===== config.mk =====
export PLATFORM = sky130hd
export DESIGN_NAME = eth_fpc_classifier
export DESIGN_NICKNAME = d
export VERILOG_FILES = /design/src/rtl/eth_fpc_pkg.sv /design/src/rtl/eth_fpc_cfg.sv /design/src/rtl/eth_fpc_match.sv /design/src/rtl/eth_fpc_classifier.sv
export SDC_FILE = /design/constraint.sdc
export NUM_CORES = 1
export LEC_CHECK = 0
export ABC_AREA = 1
export ABC_CLOCK_PERIOD_IN_PS = 5200
export BUFFER_PORTS_ARGS = -buffer_cell sky130_fd_sc_hd__buf_2
export CAP_MARGIN = 5
export CORE_MARGIN = 2
export CORE_UTILIZATION = 55
export CTS_BUF_LIST = sky130_fd_sc_hd__clkbuf_4
export CTS_CLUSTER_SIZE = 40
export DETAILED_ROUTE_END_ITERATION = 10
export PLACE_DENSITY = 0.76
export SYNTH_ARGS = -nofsm -noshare
export SYNTH_HDL_FRONTEND = slang
export SYNTH_SLANG_ARGS = --single-unit
export TNS_END_PERCENT = 10

===== constraint.sdc =====
create_clock -name clk -period 5.2 [get_ports clk]
set_input_delay 0.26 -clock clk [delete_from_list [all_inputs] [get_ports clk]]
set_output_delay 0.26 -clock clk [all_outputs]
set_load 0.1 [all_outputs]

===== src/rtl/eth_fpc_pkg.sv =====
package eth_fpc_pkg;
    localparam int HDR_LINES  = 6;
    localparam int IDX_W      = $clog2(HDR_LINES);
    localparam int CFG_AW     = 3;
    localparam int ETYPE_LINE = 3;

    // register select codes
    localparam logic [CFG_AW-1:0] RG_FLAGS = 3'd0;
    localparam logic [CFG_AW-1:0] RG_DSTA  = 3'd1;
    localparam logic [CFG_AW-1:0] RG_MIXED = 3'd2;
    localparam logic [CFG_AW-1:0] RG_SRCB  = 3'd3;
    localparam logic [CFG_AW-1:0] RG_ETYPE = 3'd4;
    localparam logic [CFG_AW-1:0] RG_SEQ   = 3'd5;

    // which register supplies the expected value of each header line
    function automatic int line_src(input int line);
        case (line)
            0:       return 1;
            1:       return 2;
            2:       return 3;
            3:       return 4;
            4:       return 0;
            default: return 5;
        endcase
    endfunction

    typedef struct packed {
        logic [IDX_W-1:0] idx;
        logic             busy;
        logic             miss;
        logic             vld;
        logic             slow;
    } cls_state_t;
endpackage


===== src/rtl/eth_fpc_cfg.sv =====
module eth_fpc_cfg
    import eth_fpc_pkg::*;
#(
    parameter int LINE_W = 32
) (
    input  logic              clk,
    input  logic              rst_n,
    input  logic              we,
    input  logic [CFG_AW-1:0] addr,
    input  logic [LINE_W-1:0] wdata,
    input  logic              seq_inc,
    output logic [LINE_W-1:0] exp_line [HDR_LINES]
);
    logic [LINE_W-1:0] reg_d [HDR_LINES];
    logic [LINE_W-1:0] reg_q [HDR_LINES];

    always_comb begin
        for (int k = 0; k < HDR_LINES; k++) begin
            reg_d[k] = reg_q[k];
            if (we && addr == CFG_AW'(k)) begin
                reg_d[k] = wdata;
            end
        end
        // sequence: software load wins over the match increment
        if (!(we && addr == RG_SEQ) && seq_inc) begin
            reg_d[int'(RG_SEQ)] = reg_q[int'(RG_SEQ)] + LINE_W'(1);
        end
    end

    always_ff @(posedge clk) begin
        for (int k = 0; k < HDR_LINES; k++) begin
            if (!rst_n) reg_q[k] <= '0;
            else        reg_q[k] <= reg_d[k];
        end
    end

    for (genvar g = 0; g < HDR_LINES; g++) begin : g_map
        assign exp_line[g] = reg_q[line_src(g)];
    end
endmodule


===== src/rtl/eth_fpc_match.sv =====
module eth_fpc_match
    import eth_fpc_pkg::*;
#(
    parameter int LINE_W = 32
) (
    input  logic [IDX_W-1:0]  idx,
    input  logic [LINE_W-1:0] data,
    input  logic [LINE_W-1:0] exp_line [HDR_LINES],
    output logic              hit
);
    localparam int HALF = LINE_W / 2;
    localparam logic [LINE_W-1:0] ETYPE_MASK = {{(LINE_W-HALF){1'b1}}, {HALF{1'b0}}};

    always_comb begin
        hit = 1'b1;
        for (int i = 0; i < HDR_LINES; i++) begin
            if (idx == IDX_W'(i)) begin
                if (i == ETYPE_LINE) hit = ((data ^ exp_line[i]) & ETYPE_MASK) == '0;
                else                 hit = (data == exp_line[i]);
            end
        end
    end
endmodule


===== src/rtl/eth_fpc_classifier.sv =====
module eth_fpc_classifier
    import eth_fpc_pkg::*;
#(
    parameter int LINE_W = 32
) (
    input  logic              clk,
    input  logic              rst_n,
    input  logic              cfg_we,
    input  logic [CFG_AW-1:0] cfg_addr,
    input  logic [LINE_W-1:0] cfg_wdata,
    input  logic              ln_valid,
    input  logic              ln_first,
    input  logic              ln_last,
    input  logic [LINE_W-1:0] ln_data,
    output logic              verdict_valid,
    output logic              verdict_slow,
    output logic [LINE_W-1:0] exp_seq
);
    localparam logic [IDX_W-1:0] LAST_IDX = IDX_W'(HDR_LINES - 1);

    cls_state_t        s_d, s_q;
    logic [IDX_W-1:0]  cur_idx;
    logic              hit;
    logic              seq_inc;
    logic [LINE_W-1:0] exp_line [HDR_LINES];

    eth_fpc_cfg #(.LINE_W(LINE_W)) i_cfg (
        .clk      (clk),
        .rst_n    (rst_n),
        .we       (cfg_we),
        .addr     (cfg_addr),
        .wdata    (cfg_wdata),
        .seq_inc  (seq_inc),
        .exp_line (exp_line)
    );

    eth_fpc_match #(.LINE_W(LINE_W)) i_match (
        .idx      (cur_idx),
        .data     (ln_data),
        .exp_line (exp_line),
        .hit      (hit)
    );

    assign cur_idx = ln_first ? '0 : s_q.idx;

    always_comb begin
        logic miss_now;
        s_d      = s_q;
        s_d.vld  = 1'b0;
        s_d.slow = 1'b0;
        seq_inc  = 1'b0;
        miss_now = ((s_q.miss && !ln_first) || !hit);
        if (ln_valid && (ln_first || s_q.busy)) begin
            if (cur_idx == LAST_IDX) begin
                s_d.vld  = 1'b1;
                s_d.slow = miss_now;
                seq_inc  = !miss_now;
                s_d.busy = 1'b0;
                s_d.idx  = '0;
                s_d.miss = 1'b0;
            end else if (ln_last) begin
                s_d.vld  = 1'b1;
                s_d.slow = 1'b1;
                s_d.busy = 1'b0;
                s_d.idx  = '0;
                s_d.miss = 1'b0;
            end else begin
                s_d.busy = 1'b1;
                s_d.idx  = cur_idx + IDX_W'(1);
                s_d.miss = miss_now;
            end
        end
    end

    always_ff @(posedge clk) begin
        if (!rst_n) s_q <= '0;
        else        s_q <= s_d;
    end

    assign verdict_valid = s_q.vld;
    assign verdict_slow  = s_q.slow;
    assign exp_seq       = exp_line[HDR_LINES-1];
endmodule


# After elaboration in Yosys (flattened, before gate mapping)
# Memory sizes are Yosys's and may differ from the RTL's.
# Cells that the tools add are included.
# classes
n_addsub	2
n_reduce_logical	19
n_bitwise	7
n_mux	27
eq_ne	15
# ops
operator	count
32-bit 2-to-1 mux	13
32-bit == test	5
32-bit by 1-bit adder with 32-bit output, second input constant	1
32-bit zero test	1
32-bit bitwise XOR	1
3-bit by 2-bit == test with 1-bit output, second input constant	4
3-bit == test, second input constant	4
1-bit 2-to-1 mux	10
1-bit logical AND	9
7-bit 2-to-1 mux	1
3-bit by 1-bit == test with 1-bit output, second input constant	2
3-bit zero test	2
1-bit OR	6
5-bit 2-to-1 mux	1
1-bit zero test	4
3-bit by 1-bit adder with 3-bit output, second input constant	1
3-bit 2-to-1 mux	1
1-bit logical OR	2
2-bit 2-to-1 mux	1
2-bit AND reduction	1
# totals
mem_bits_rw	192
ff_bits	7
output_inout_bits	34
input_bits	73
elab_cells	76
n_memories	1
# memory_table
memory	words	width	rd	rd_ports_with_merged_regs	wr	line	source
i_cfg.reg_q	6	32	6	0	6	eth_fpc_cfg.sv:15	logic [LINE_W-1:0] reg_q [HDR_LINES];

# Depth between registers and ports, before layout
# Gate-level depths: netlist of run 1.
# depth
depth_word	16
ltp_mapped	20
ltp_nobuf	20

# Hierarchy
# Synthesis of run 1 repeated with hierarchy kept, for this count alone.
# unflattened
hier_cells	1627
hier_area_um2	10680.2
# modules_own_cells
module	area_per_inst_um2	cells_each	n_inst	seq_area_each_um2
eth_fpc_cfg	7706.1	1076	1	3843.7
eth_fpc_match	2636.3	504	1	0.0
eth_fpc_classifier	337.8	47	1	140.1

# Worst setup path before layout of run 1
# No wires, ideal clock.
# synth_path
path_kind	register to register
from	memory i_cfg.reg_q[5][0] (netlist: i_cfg.reg_q[2][32])
to	memory i_cfg.reg_q[5][28] (netlist: i_cfg.reg_q[2][60])
arrival_ns	2.001
synth_period_minus_slack_ns	2.120
t_required_ns	5.082
setup_slack_ns	3.080
setup_time_ns	0.118
n_path_buf	0
path_stages_with_launch	14
cell_sequence	dfxtp_1 ha_1 nand2_1 nor2_2 nand4_1 nor3_1 nand4_1 inv_2 nand3_1 nor2_1 nand4_1 xor2_1 nor2_1 nor3_1
# synth_lines
element	line
start, declared	eth_fpc_cfg.sv:15

==> results of run 1 <==
[worst max-delay path: cells and delay by family, from the launching register on]
kind | cells | cell delay (ns)
AND/OR/NAND/NOR | 12 | 2.19
flip-flops | 1 | 0.35
buffers and inverters | 2 | 0.30
adder cells (fa/ha/maj) | 1 | 0.17
[worst paths after layout]
check                                                        to  slack, ns  depth (start not counted)
worst max-delay path            i_cfg.reg_q[2][53]$_SDFFE_PN0P_       2.07                         15
worst max register to register  i_cfg.reg_q[2][53]$_SDFFE_PN0P_       2.07                         15
worst min register to register  i_cfg.reg_q[2][16]$_SDFFE_PN0P_       0.47                          2
worst min-delay path            i_cfg.reg_q[2][29]$_SDFFE_PN0P_       0.04                          3
[metrics by stage]
| stage | util | instances | power [W] |
|---|---|---|---|
| 2_1_floorplan | - | 1489 | 0.001822 |
| 3_3_place_gp | 0.5758 | 1705 | 0.001936 |
| 3_5_place_dp | 0.5758 | 1705 | 0.001942 |
| 4_1_cts | 0.6100 | 1768 | 0.002801 |
| 5_1_grt | 0.6103 | 1769 | 0.002905 |
| 6_report | 0.6103 | 1769 | 0.002807 |
[layer usage]
layer,wire length (um),vias up,track usage
met1,13480,4476,0.4470
met2,13490,422,0.4719
met5,0,-,0
met3,3092,52,0.07295
li1,-,4752,-
met4,599,0,0.08947
[synthesized netlist by cell type, drive strengths merged]
| master | n |
|---|---|
| nor4 | 4 |
| ha | 6 |
| nand4 | 25 |
| o21bai | 10 |
| a31oi | 7 |
| dfxtp | 183 |
| o21ai | 183 |
| a2bb2oi | 1 |
| a21oi | 54 |
| xor2 | 47 |
| clkbuf | 55 |
| o2111ai | 1 |
| nor2 | 336 |
| buf | 72 |
| xnor2 | 88 |
| nand3 | 36 |
| or2 | 8 |
| o22ai | 2 |
| nor3 | 32 |
| inv | 106 |
| nand2 | 233 |
[state kept, by name, summed over array words and instances (netlist names)]
name / cells
i_cfg.reg_q: 176
s_q: 5
verdict_slow: 1
verdict_valid: 1
[final cells by class]
class,instances,area [sq um],share of cell area
multi-input combinational,1073,5440,0.4945
sequential,183,3664,0.3330
timing repair buffer,145,903.4,0.08212
inverter,106,397.9,0.03617
tap,229,286.5,0.02605
clock inverter,15,178.9,0.01626
clock buffer,17,127.6,0.01160
antenna,1,2.502,0.0002275
[kinds of logic (layout without fill, tap and decap cells)]
group           after synthesis  count (layout)
other cells                   0               1
buf+inv                     233             283
flops                       183             183
simple gates                674             674
fa+ha+maj                     6               6
compound gates              258             258
xor+xnor                    135             135
[what timing repair did]
| item | CTS | global route |
|---|---|---|
| setup buffers | 0 | 0 |
| resized for setup | 0 | 0 |
| hold buffers | 31 | 0 |
| hold endpoints to repair | 104 | 0 |
[power by group through the flow]
stage	Sequential, W	Combinational [W]	Clock [W]
after CTS	0.00149	0.000439	0.000871
after detailed placement	0.00152	0.000420	0
final	0.00149	0.000448	0.000865
after floorplan	0.00151	0.000312	0
after global placement	0.00152	0.000415	0
after global routing	0.00150	0.000486	0.000921
==> results.py, run 1 <==
metrics = {
    "setup_path": {
        "start_kind": "flip-flop",
        "path_cells": "nand2_1 > ha_1 > inv_1 > nor2_1 > nand4_1 > nor2_1 > nand3_1 > nor2_1 > nor2_1 > nand2_2 > nand4_4 > nor2_4 > inv_2 > nor2_1 > nor3_1",
        "slowest_delay_ns": 0.43,
        "critPathSlowestCell": "nor2_4",
        "cp.required_ns": 5.72,
        "critPathCaptureType": "flip-flop",
        "worstPathMaxFanout": 22,
        "path_common_cell": "nor2_1",
        "r2r-start": "s_q[4]$_SDFFE_PN0P_",
        "crit_arrival_ns": 3.64,
        "crit_path_start": "s_q[4]$_SDFFE_PN0P_",
        "criticalPathCategory": "reg2reg",
    },
    "floorplan": {
        "core_area_sq_mm": 0.01802,
        "start_util": 0.5632,
        "die_y_um": 139.9,
        "fp.dieArea_sq_mm": 0.01956,
        "die_w_um": 139.9,
        "num_rows": 49,
        "num_io_pins": 107,
    },
    "timing": {
        "relSlewSlack": 0.1798,
        "setup_ws_ns": 2.075,
        "fmax_ghz": 0.3200,
        "period_minus_slack_ns": 3.125,
        "tightest_slew_ns": 1.229,
        "final-setup-viol-count": 0,
        "finalMaxSlewViolations": 0,
        "tns_ns": 0,
        "whs_ns": 0.04027,
        "rsz0062_at_grt": "false",
        "skew_ns": 0.02644,
        "finalCritPeriodShare": 0.6010,
        "final-hold-violation-count": 0,
    },
    "detailed_routing": {
        "vias": 9702,
        "postRouteAntennaNets": 0,
        "wl_um": 30660,
        "post_drt_via_cell_ratio": 5.484,
        "initialDrtViolationCount": 1026,
        "wl_per_cell_um": 17.33,
        "route.detailed.drc": 0,
        "firstDrtPassIters": 5,
    },
    "cts": {
        "clock_latency_ns": 0.62,
        "cts-root-buf": "clkbuf_4",
        "ctsLongestPathBuffers": 2,
        "htreeDepth": 4,
        "clk_pin_slew_worst_paths_ns": 0.16,
        "clkSinkCount": 183,
        "cts_buffers": 17,
        "cts_tree": "built",
    },
    "finish": {
        "layout_commonest_cell": "nor2_1",
        "area_growth_pct": 8.370,
        "fillers": 1652,
        "final_layout_size_suffix_gt1_frac": 0.1202,
        "finalInstanceArea_sq_mm": 0.01100,
        "nets": 1605,
        "layout_common_cells": "nor2_1 (325), nand2_1 (230), dfxtp_1 (183)",
    },
    "logic_synthesis": {
        "synthXorXnorAreaFrac": 0.1165,
        "synth_top_area_share": 0.3609,
        "muxShareOfSynthArea": 0,
        "ys_seq_area_frac": 0.3609,
        "synth_adder_area_share": 0.007396,
        "syn_area_per_cell_sq_um": 6.817,
        "synth.top_cells.by_area": "dfxtp_1 (36%), nor2_1 (12%), o21ai_0 (8.9%), nand2_1 (8.5%), xnor2_1 (7.6%)",
        "synth_top_area_cell": "dfxtp_1",
        "synth_warnings": 0,
        "synth_area_sq_mm": 0.01015,
        "syn_inst": 1489,
        "synth_compound_area_frac": 0.1323,
        "synth_nets": 1568,
        "ys_types": 38,
        "synth_top_family_by_area": "simple AND/OR/NAND/NOR gates",
        "synth-seq-cells": 183,
        "yosys.area_share.simple": 0.2788,
    },
    "place": {
        "dpl.hpwl_um": 21540,
        "port_buffers": 106,
        "dpl_cell_area_sq_mm": 0.01038,
        "place.gp.congestion": 0.8900,
        "dp_slack_ns": 2.064,
    },
    "power": {
        "powerDensity_mw_per_mm2": 255.1,
        "p_sw_w": 0.0008717,
        "p_int_w": 0.001935,
        "swShare": 0.3106,
        "p_leak_nw": 4.794,
        "power_frac_comb": 0.160,
        "pwr-share-seq": 0.532,
        "vdd_ir_drop_max_mv": 0.1545,
        "p_clk_frac": 0.308,
    },
    "global_routing": {
        "grt_pass1_wl_um": 48240,
        "antenna_found_initial": 1,
        "grt_max_degree": 135,
        "grt_pass1_vias": 9047,
        "grt_usage": 0.3125,
        "grt-ovfl-total": 0,
    },
    "run": {
        "max-cap-violations": 0,
    },
    "worst_hold_path": {
        "min_path_type": "in2reg",
        "hold_start": "cfg_wdata[29]",
    },
    "run_status": {
        "outcome": "complete, no violations",
    },
}
(Power assumes the default switching activity.)
==> inputs of run 2 (changes only) <==
Settings changed: ABC_AREA 1 to 0, ABC_CLOCK_PERIOD_IN_PS 5200 to 3150, PLACE_DENSITY 0.76 to 0.77.
Clock period 5.2 ns to 3.15 ns, I/O delays scaled along.
==> results.py, run 2 <==
metrics = {
    "place": {
        "place.gp.congestion": 0.9530,
        "dpl.hpwl_um": 21880,
        "port_buffers": 106,
    },
    "finish": {
        "area_growth_pct": 10.02,
        "largest_register": "i_cfg.reg_q",
        "layout_common_cells": "nand2_1 (324), dfxtp_1 (183), a21oi_1 (152)",
        "largest_register_ffs": 176,
        "top_regs": "i_cfg.reg_q x176, s_q x5",
        "final_layout_size_suffix_gt1_frac": 0.1213,
        "fillers": 1591,
        "nets": 1385,
        "layout_commonest_cell": "nand2_1",
    },
    "logic_synthesis": {
        "syn_area_per_cell_sq_um": 7.655,
        "ys_seq_area_frac": 0.3831,
        "synth.top_cells.by_area": "dfxtp_1 (38%), nand2_1 (13%), xnor2_1 (9.9%), a21oi_1 (8.0%), xor2_1 (6.4%)",
        "yosysMostFrequentCell": "nand2_1",
        "synth_warnings": 0,
        "synth_area_sq_mm": 0.009562,
        "synth_top_area_share": 0.3831,
        "async_flop_share": 0,
        "ys_types": 44,
        "synth_edf_count": 0,
        "synth_top_area_cell": "dfxtp_1",
        "synth-seq-cells": 183,
        "synth_flop_cell": "dfxtp_1",
        "synth_common_cells": "nand2_1 (324), dfxtp_1 (183), a21oi_1 (152)",
        "synth_nets": 1328,
        "syn_inst": 1249,
    },
    "setup_path": {
        "slowest_delay_ns": 0.48,
        "crit_buf_inv": 2,
        "start_kind": "flip-flop",
        "crit_arrival_ns": 3.42,
        "cpLargestDelayFamily": "simple AND/OR/NAND/NOR gates",
        "criticalPathCategory": "reg2reg",
        "path_cells": "nand2_1 > inv_1 > ha_1 > nand3b_1 > nor4_1 > nand4_1 > or3_1 > buf_4 > or4_1 > a311oi_1",
        "worstPathMaxFanout": 15,
        "cp.required_ns": 3.66,
        "critPathCaptureType": "flip-flop",
        "critPathSlowestCell": "or4_1",
    },
    "global_routing": {
        "grt_pass1_vias": 8252,
        "grt-ovfl-total": 0,
        "grt_max_degree": 91,
        "grt-busiest-layer": "met2",
        "grt_pass1_wl_um": 46560,
        "met2_usage": 0.5325,
        "met1_usage": 0.4524,
        "antenna_found_initial": 1,
        "grt_use_met3": 0.05966,
        "grt_usage": 0.3385,
    },
    "cts": {
        "ctsLongestPathBuffers": 2,
        "cts_buffers": 17,
        "clock_latency_ns": 0.58,
        "cts-root-buf": "clkbuf_4",
        "htreeDepth": 4,
        "clkSinkCount": 183,
        "clk_pin_slew_worst_paths_ns": 0.15,
        "cts_tree": "built",
    },
    "power": {
        "vdd_ir_drop_max_mv": 0.2196,
        "total_power_w": 0.004300,
        "powerDensity_mw_per_mm2": 408.7,
        "p_leak_nw": 3.701,
    },
    "detailed_routing": {
        "wl_um": 30870,
        "post_drt_via_cell_ratio": 5.847,
        "firstDrtPassIters": 7,
        "wl_per_cell_um": 19.98,
        "route.detailed.drc": 0,
        "initialDrtViolationCount": 1125,
        "vias": 9034,
        "postRouteAntennaNets": 0,
    },
    "floorplan": {
        "num_rows": 48,
        "core_area_sq_mm": 0.01712,
        "num_io_pins": 107,
        "fp.dieArea_sq_mm": 0.01846,
        "start_util": 0.5586,
        "die_y_um": 135.9,
        "die_w_um": 135.9,
    },
    "timing": {
        "period_minus_slack_ns": 2.916,
        "final-setup-viol-count": 0,
        "finalCritPeriodShare": 0.9257,
        "relSlewSlack": 0.4299,
        "final-hold-violation-count": 0,
        "tns_ns": 0,
        "skew_ns": 0.01297,
        "rsz0062_at_grt": "false",
        "tightest_slew_ns": 0.8505,
        "fmax_ghz": 0.3429,
        "finalMaxSlewViolations": 0,
    },
    "run": {
        "max-cap-violations": 0,
    },
    "run_status": {
        "outcome": "complete, no violations",
    },
    "worst_hold_path": {
        "min_path_type": "in2reg",
    },
}
[run 2: layout make-up]
| class | count | area [sq um] | share of cell area |
|---|---|---|---|
| sequential | 183 | 3664 | 0.3482 |
| clock buffer | 19 | 142.6 | 0.01356 |
| inverter | 11 | 43.79 | 0.004163 |
| multi-input combinational | 927 | 5230 | 0.4971 |
| tap | 225 | 281.5 | 0.02676 |
| antenna | 1 | 2.502 | 0.0002379 |
| timing repair buffer | 166 | 1091 | 0.1037 |
| clock inverter | 13 | 65.06 | 0.006185 |
[run 2: final timing paths]
check | startpoint | end | slack (ns) | depth (start not counted)
worst max-delay path | s_q[4]$_SDFFE_PN0P_ | i_cfg.reg_q[2][37]$_SDFFE_PN0P_ | 0.23 | 10
worst min register to register | i_cfg.reg_q[2][29]$_SDFFE_PN0P_ | i_cfg.reg_q[2][29]$_SDFFE_PN0P_ | 0.47 | 2
worst min-delay path | cfg_addr[2] | i_cfg.reg_q[0][57]$_SDFFE_PN0P_ | 0.04 | 4
worst max register to register | s_q[4]$_SDFFE_PN0P_ | i_cfg.reg_q[2][37]$_SDFFE_PN0P_ | 0.23 | 10
[run 2: per-stage QoR]
| step | instances | hold WS, ns | setup slack [ns] | cell area (sq um) | utilization |
|---|---|---|---|---|---|
| 2_1_floorplan | 1249 | 0.2541 | 0.6879 | 9562 | - |
| 3_5_place_dp | 1473 | 0.4051 | 0.2404 | 9920 | 0.5795 |
| 5_1_grt | 1544 | 0.08518 | 0.02049 | 10520 | 0.6145 |
| 6_report | 1545 | 0.04435 | 0.2340 | 10520 | 0.6146 |
| 3_3_place_gp | 1473 | 0.4064 | 0.2817 | 9920 | 0.5795 |
| 4_1_cts | 1544 | 0.03492 | 0.2765 | 10520 | 0.6145 |
[run 2: report_power, final]
part	internal [W]	total (W)	switching [W]	leakage, nW
clock network	0.000308	0.00111	0.000806	0.116
registers	0.00237	0.00243	0.0000581	1.48
logic	0.000237	0.000753	0.000517	2.10
total	0.00292	0.00430	0.00138	3.70
[run 2: routing by layer]
layer | routed length (um) | share of wire
met1 | 12280 | 0.40
met2 | 13950 | 0.45
met3 | 3299 | 0.11
met4 | 1333 | 0.043
met5 | 0 | 0
[run 2: worst reg2reg max path, cell delays in order, from the launching register on]
cell      delay [ns]
dfxtp_1         0.36
nand2_1         0.09
inv_1           0.11
ha_1            0.20
nand3b_1        0.15
nor4_1          0.31
nand4_1         0.23
or3_1           0.44
buf_4           0.21
or4_1           0.48
a311oi_1        0.26
[run 2: kinds of logic (layout without fill, tap and decap cells)]
group,count (synthesis),count (layout),share of synthesized area
AO/OA/AOI/OAI,237,237,0.1358
buffers and inverters,139,209,0.07197
XOR/XNOR,178,178,0.1630
other,0,1,0
AND/OR/NAND/NOR,506,506,0.2382
adder cells (fa/ha/maj),6,6,0.007851
flip-flops,183,183,0.3831
[run 2: timing repair]
action                                 CTS  global route
gates resized for setup                  0             0
hold buffers                            39             0
endpoints found under the hold margin  169             0
buffers inserted                         0             0
==> inputs of run 3 (changes only) <==
Settings changed: CTS_BUF_LIST sky130_fd_sc_hd__clkbuf_4 to sky130_fd_sc_hd__clkbuf_2.
==> results.py, run 3 (synthesis gave the netlist of run 2 again) <==
metrics = {
    "global_routing": {
        "grt_pass1_vias": 8299,
        "antenna_found_initial": 2,
        "grt_pass1_wl_um": 46670,
        "grt_max_degree": 91,
        "grt_usage": 0.3406,
        "grt-ovfl-total": 0,
    },
    "run": {
        "max-cap-violations": 0,
    },
    "setup_path": {
        "worstPathMaxFanout": 15,
        "criticalPathCategory": "reg2reg",
        "r2r-end": "i_cfg.reg_q[2][37]$_SDFFE_PN0P_",
        "crit_arrival_ns": 3.68,
        "cp.required_ns": 3.87,
        "crit_end": "i_cfg.reg_q[2][37]$_SDFFE_PN0P_",
        "r2r_slack_ns": 0.19,
        "reg2reg_depth": 10,
        "critPathCaptureType": "flip-flop",
        "start_kind": "flip-flop",
        "crit_path_start": "s_q[4]$_SDFFE_PN0P_",
        "r2r-start": "s_q[4]$_SDFFE_PN0P_",
    },
    "floorplan": {
        "die_w_um": 135.9,
        "num_io_pins": 107,
        "num_rows": 48,
        "die_y_um": 135.9,
        "core_area_sq_mm": 0.01712,
        "start_util": 0.5586,
        "fp.dieArea_sq_mm": 0.01846,
    },
    "finish": {
        "largest_register": "i_cfg.reg_q",
        "layout_commonest_cell": "nand2_1",
        "finalInstanceArea_sq_mm": 0.01057,
        "layout_common_cells": "nand2_1 (324), dfxtp_1 (183), a21oi_1 (152)",
        "top_regs": "i_cfg.reg_q x176, s_q x5",
        "area_growth_pct": 10.57,
        "multi_input_area_sq_mm": 0.005230,
        "fillers": 1591,
        "final_layout_size_suffix_gt1_frac": 0.1204,
        "largest_register_ffs": 176,
        "stdcell_count": 1555,
        "nets": 1395,
        "regArea_sq_mm": 0.003664,
    },
    "power": {
        "vdd_ir_drop_max_mv": 0.2247,
        "p_leak_nw": 3.745,
        "powerDensity_mw_per_mm2": 397.0,
    },
    "timing": {
        "relSlewSlack": 0.2994,
        "skew_ns": 0.04762,
        "fmax_ghz": 0.3375,
        "period_minus_slack_ns": 2.963,
        "tightest_slew_ns": 1.047,
        "whs_ns": 0.1315,
        "finalCritPeriodShare": 0.9407,
        "rsz0062_at_grt": "false",
        "finalMaxSlewViolations": 0,
        "final-hold-violation-count": 0,
        "final-setup-viol-count": 0,
        "setup_ws_ns": 0.1867,
        "tns_ns": 0,
    },
    "place": {
        "dp_slack_ns": 0.2404,
        "dpl.hpwl_um": 21880,
        "place.gp.congestion": 0.9530,
        "port_buffers": 106,
        "dp_cells": 1473,
        "dpl_cell_area_sq_mm": 0.009920,
    },
    "detailed_routing": {
        "wl_um": 31100,
        "wl_met3_um": 3347,
        "initialDrtViolationCount": 1079,
        "route.detailed.drc": 0,
        "wl_met2_um": 14190,
        "vias": 9118,
        "postRouteAntennaNets": 0,
        "firstDrtPassIters": 6,
        "post_drt_via_cell_ratio": 5.864,
        "wl_met1_um": 12180,
        "top_layer_used": "met4",
        "wl_per_cell_um": 20.00,
    },
    "worst_hold_path": {
        "min_path_type": "in2reg",
    },
    "cts": {
        "cts-root-buf": "clkbuf_2",
        "ctsLongestPathBuffers": 2,
        "cts_buffers": 17,
        "cts_setup_buffers": 0,
        "cts_tree": "built",
        "clock_latency_ns": 0.79,
        "htreeDepth": 4,
        "clkSinkCount": 183,
        "cts_resized": 0,
        "clk_pin_slew_worst_paths_ns": 0.27,
    },
    "run_status": {
        "outcome": "complete, no violations",
    },
}
-- run 3: cell count changes in the layout (fill, tap and decap cells not counted), sizes merged --
cell / delta
dlygate4sd3: +10
-- run 3: worst min path at each step --
stage,start,to,slack [ns],cells after the start
after floorplan,ln_valid,s_q[3]$_SDFFE_PN0P_,0.25,1
after global placement,ln_valid,s_q[3]$_SDFFE_PN0P_,0.41,2
after detailed placement,ln_valid,s_q[3]$_SDFFE_PN0P_,0.41,2
after CTS,ln_data[3],i_cfg.reg_q[2][52]$_SDFFE_PN0P_,0.06,6
after global routing,ln_data[3],i_cfg.reg_q[2][52]$_SDFFE_PN0P_,0.14,6
final,ln_data[3],i_cfg.reg_q[2][52]$_SDFFE_PN0P_,0.13,6
-- run 3: metrics by stage --
stage / utilization / power [W]
floorplan: - / 0.002965
global placement: 0.5795 / 0.003179
detailed placement: 0.5795 / 0.003185
CTS: 0.6175 / 0.004189
global route: 0.6177 / 0.004339
finish: 0.6177 / 0.004197
-- run 3: timing repair --
action,CTS,global route
endpoints found under the hold margin,182,0
endpoints found under the setup margin,0,0
hold buffers,49,0
-- run 3: report_power, final --
group	switching [W]	leakage [nW]	internal [W]	total (W)
logic	0.000519	2.15	0.000243	0.000763
clock network	0.000805	0.108	0.000191	0.000996
registers	0.0000582	1.48	0.00238	0.00244
-- run 3: routing by layer --
metal,GRT usage,vias to the layer above
met5,0,-
met4,0.1644,0
met3,0.06525,89
met2,0.5362,462
met1,0.4498,4266
li1,-,4301
-- run 3: layout make-up --
type / count / share of cell area
multi-input cells: 927 / 0.4947
flip-flops and latches: 183 / 0.3465
repair buffers: 176 / 0.1127
well taps: 225 / 0.02663
clock buffers: 19 / 0.008994
clock inverters: 13 / 0.006154
inverters: 11 / 0.004142
diodes: 1 / 0.0002367
-- run 3: critical path, cell delays in order, from the launching register on --
cell,delay [ns]
dfxtp_1,0.41
nand2_1,0.10
inv_1,0.12
ha_1,0.20
nand3b_1,0.15
nor4_1,0.30
nand4_1,0.23
or3_1,0.44
buf_4,0.21
or4_1,0.48
a311oi_1,0.26
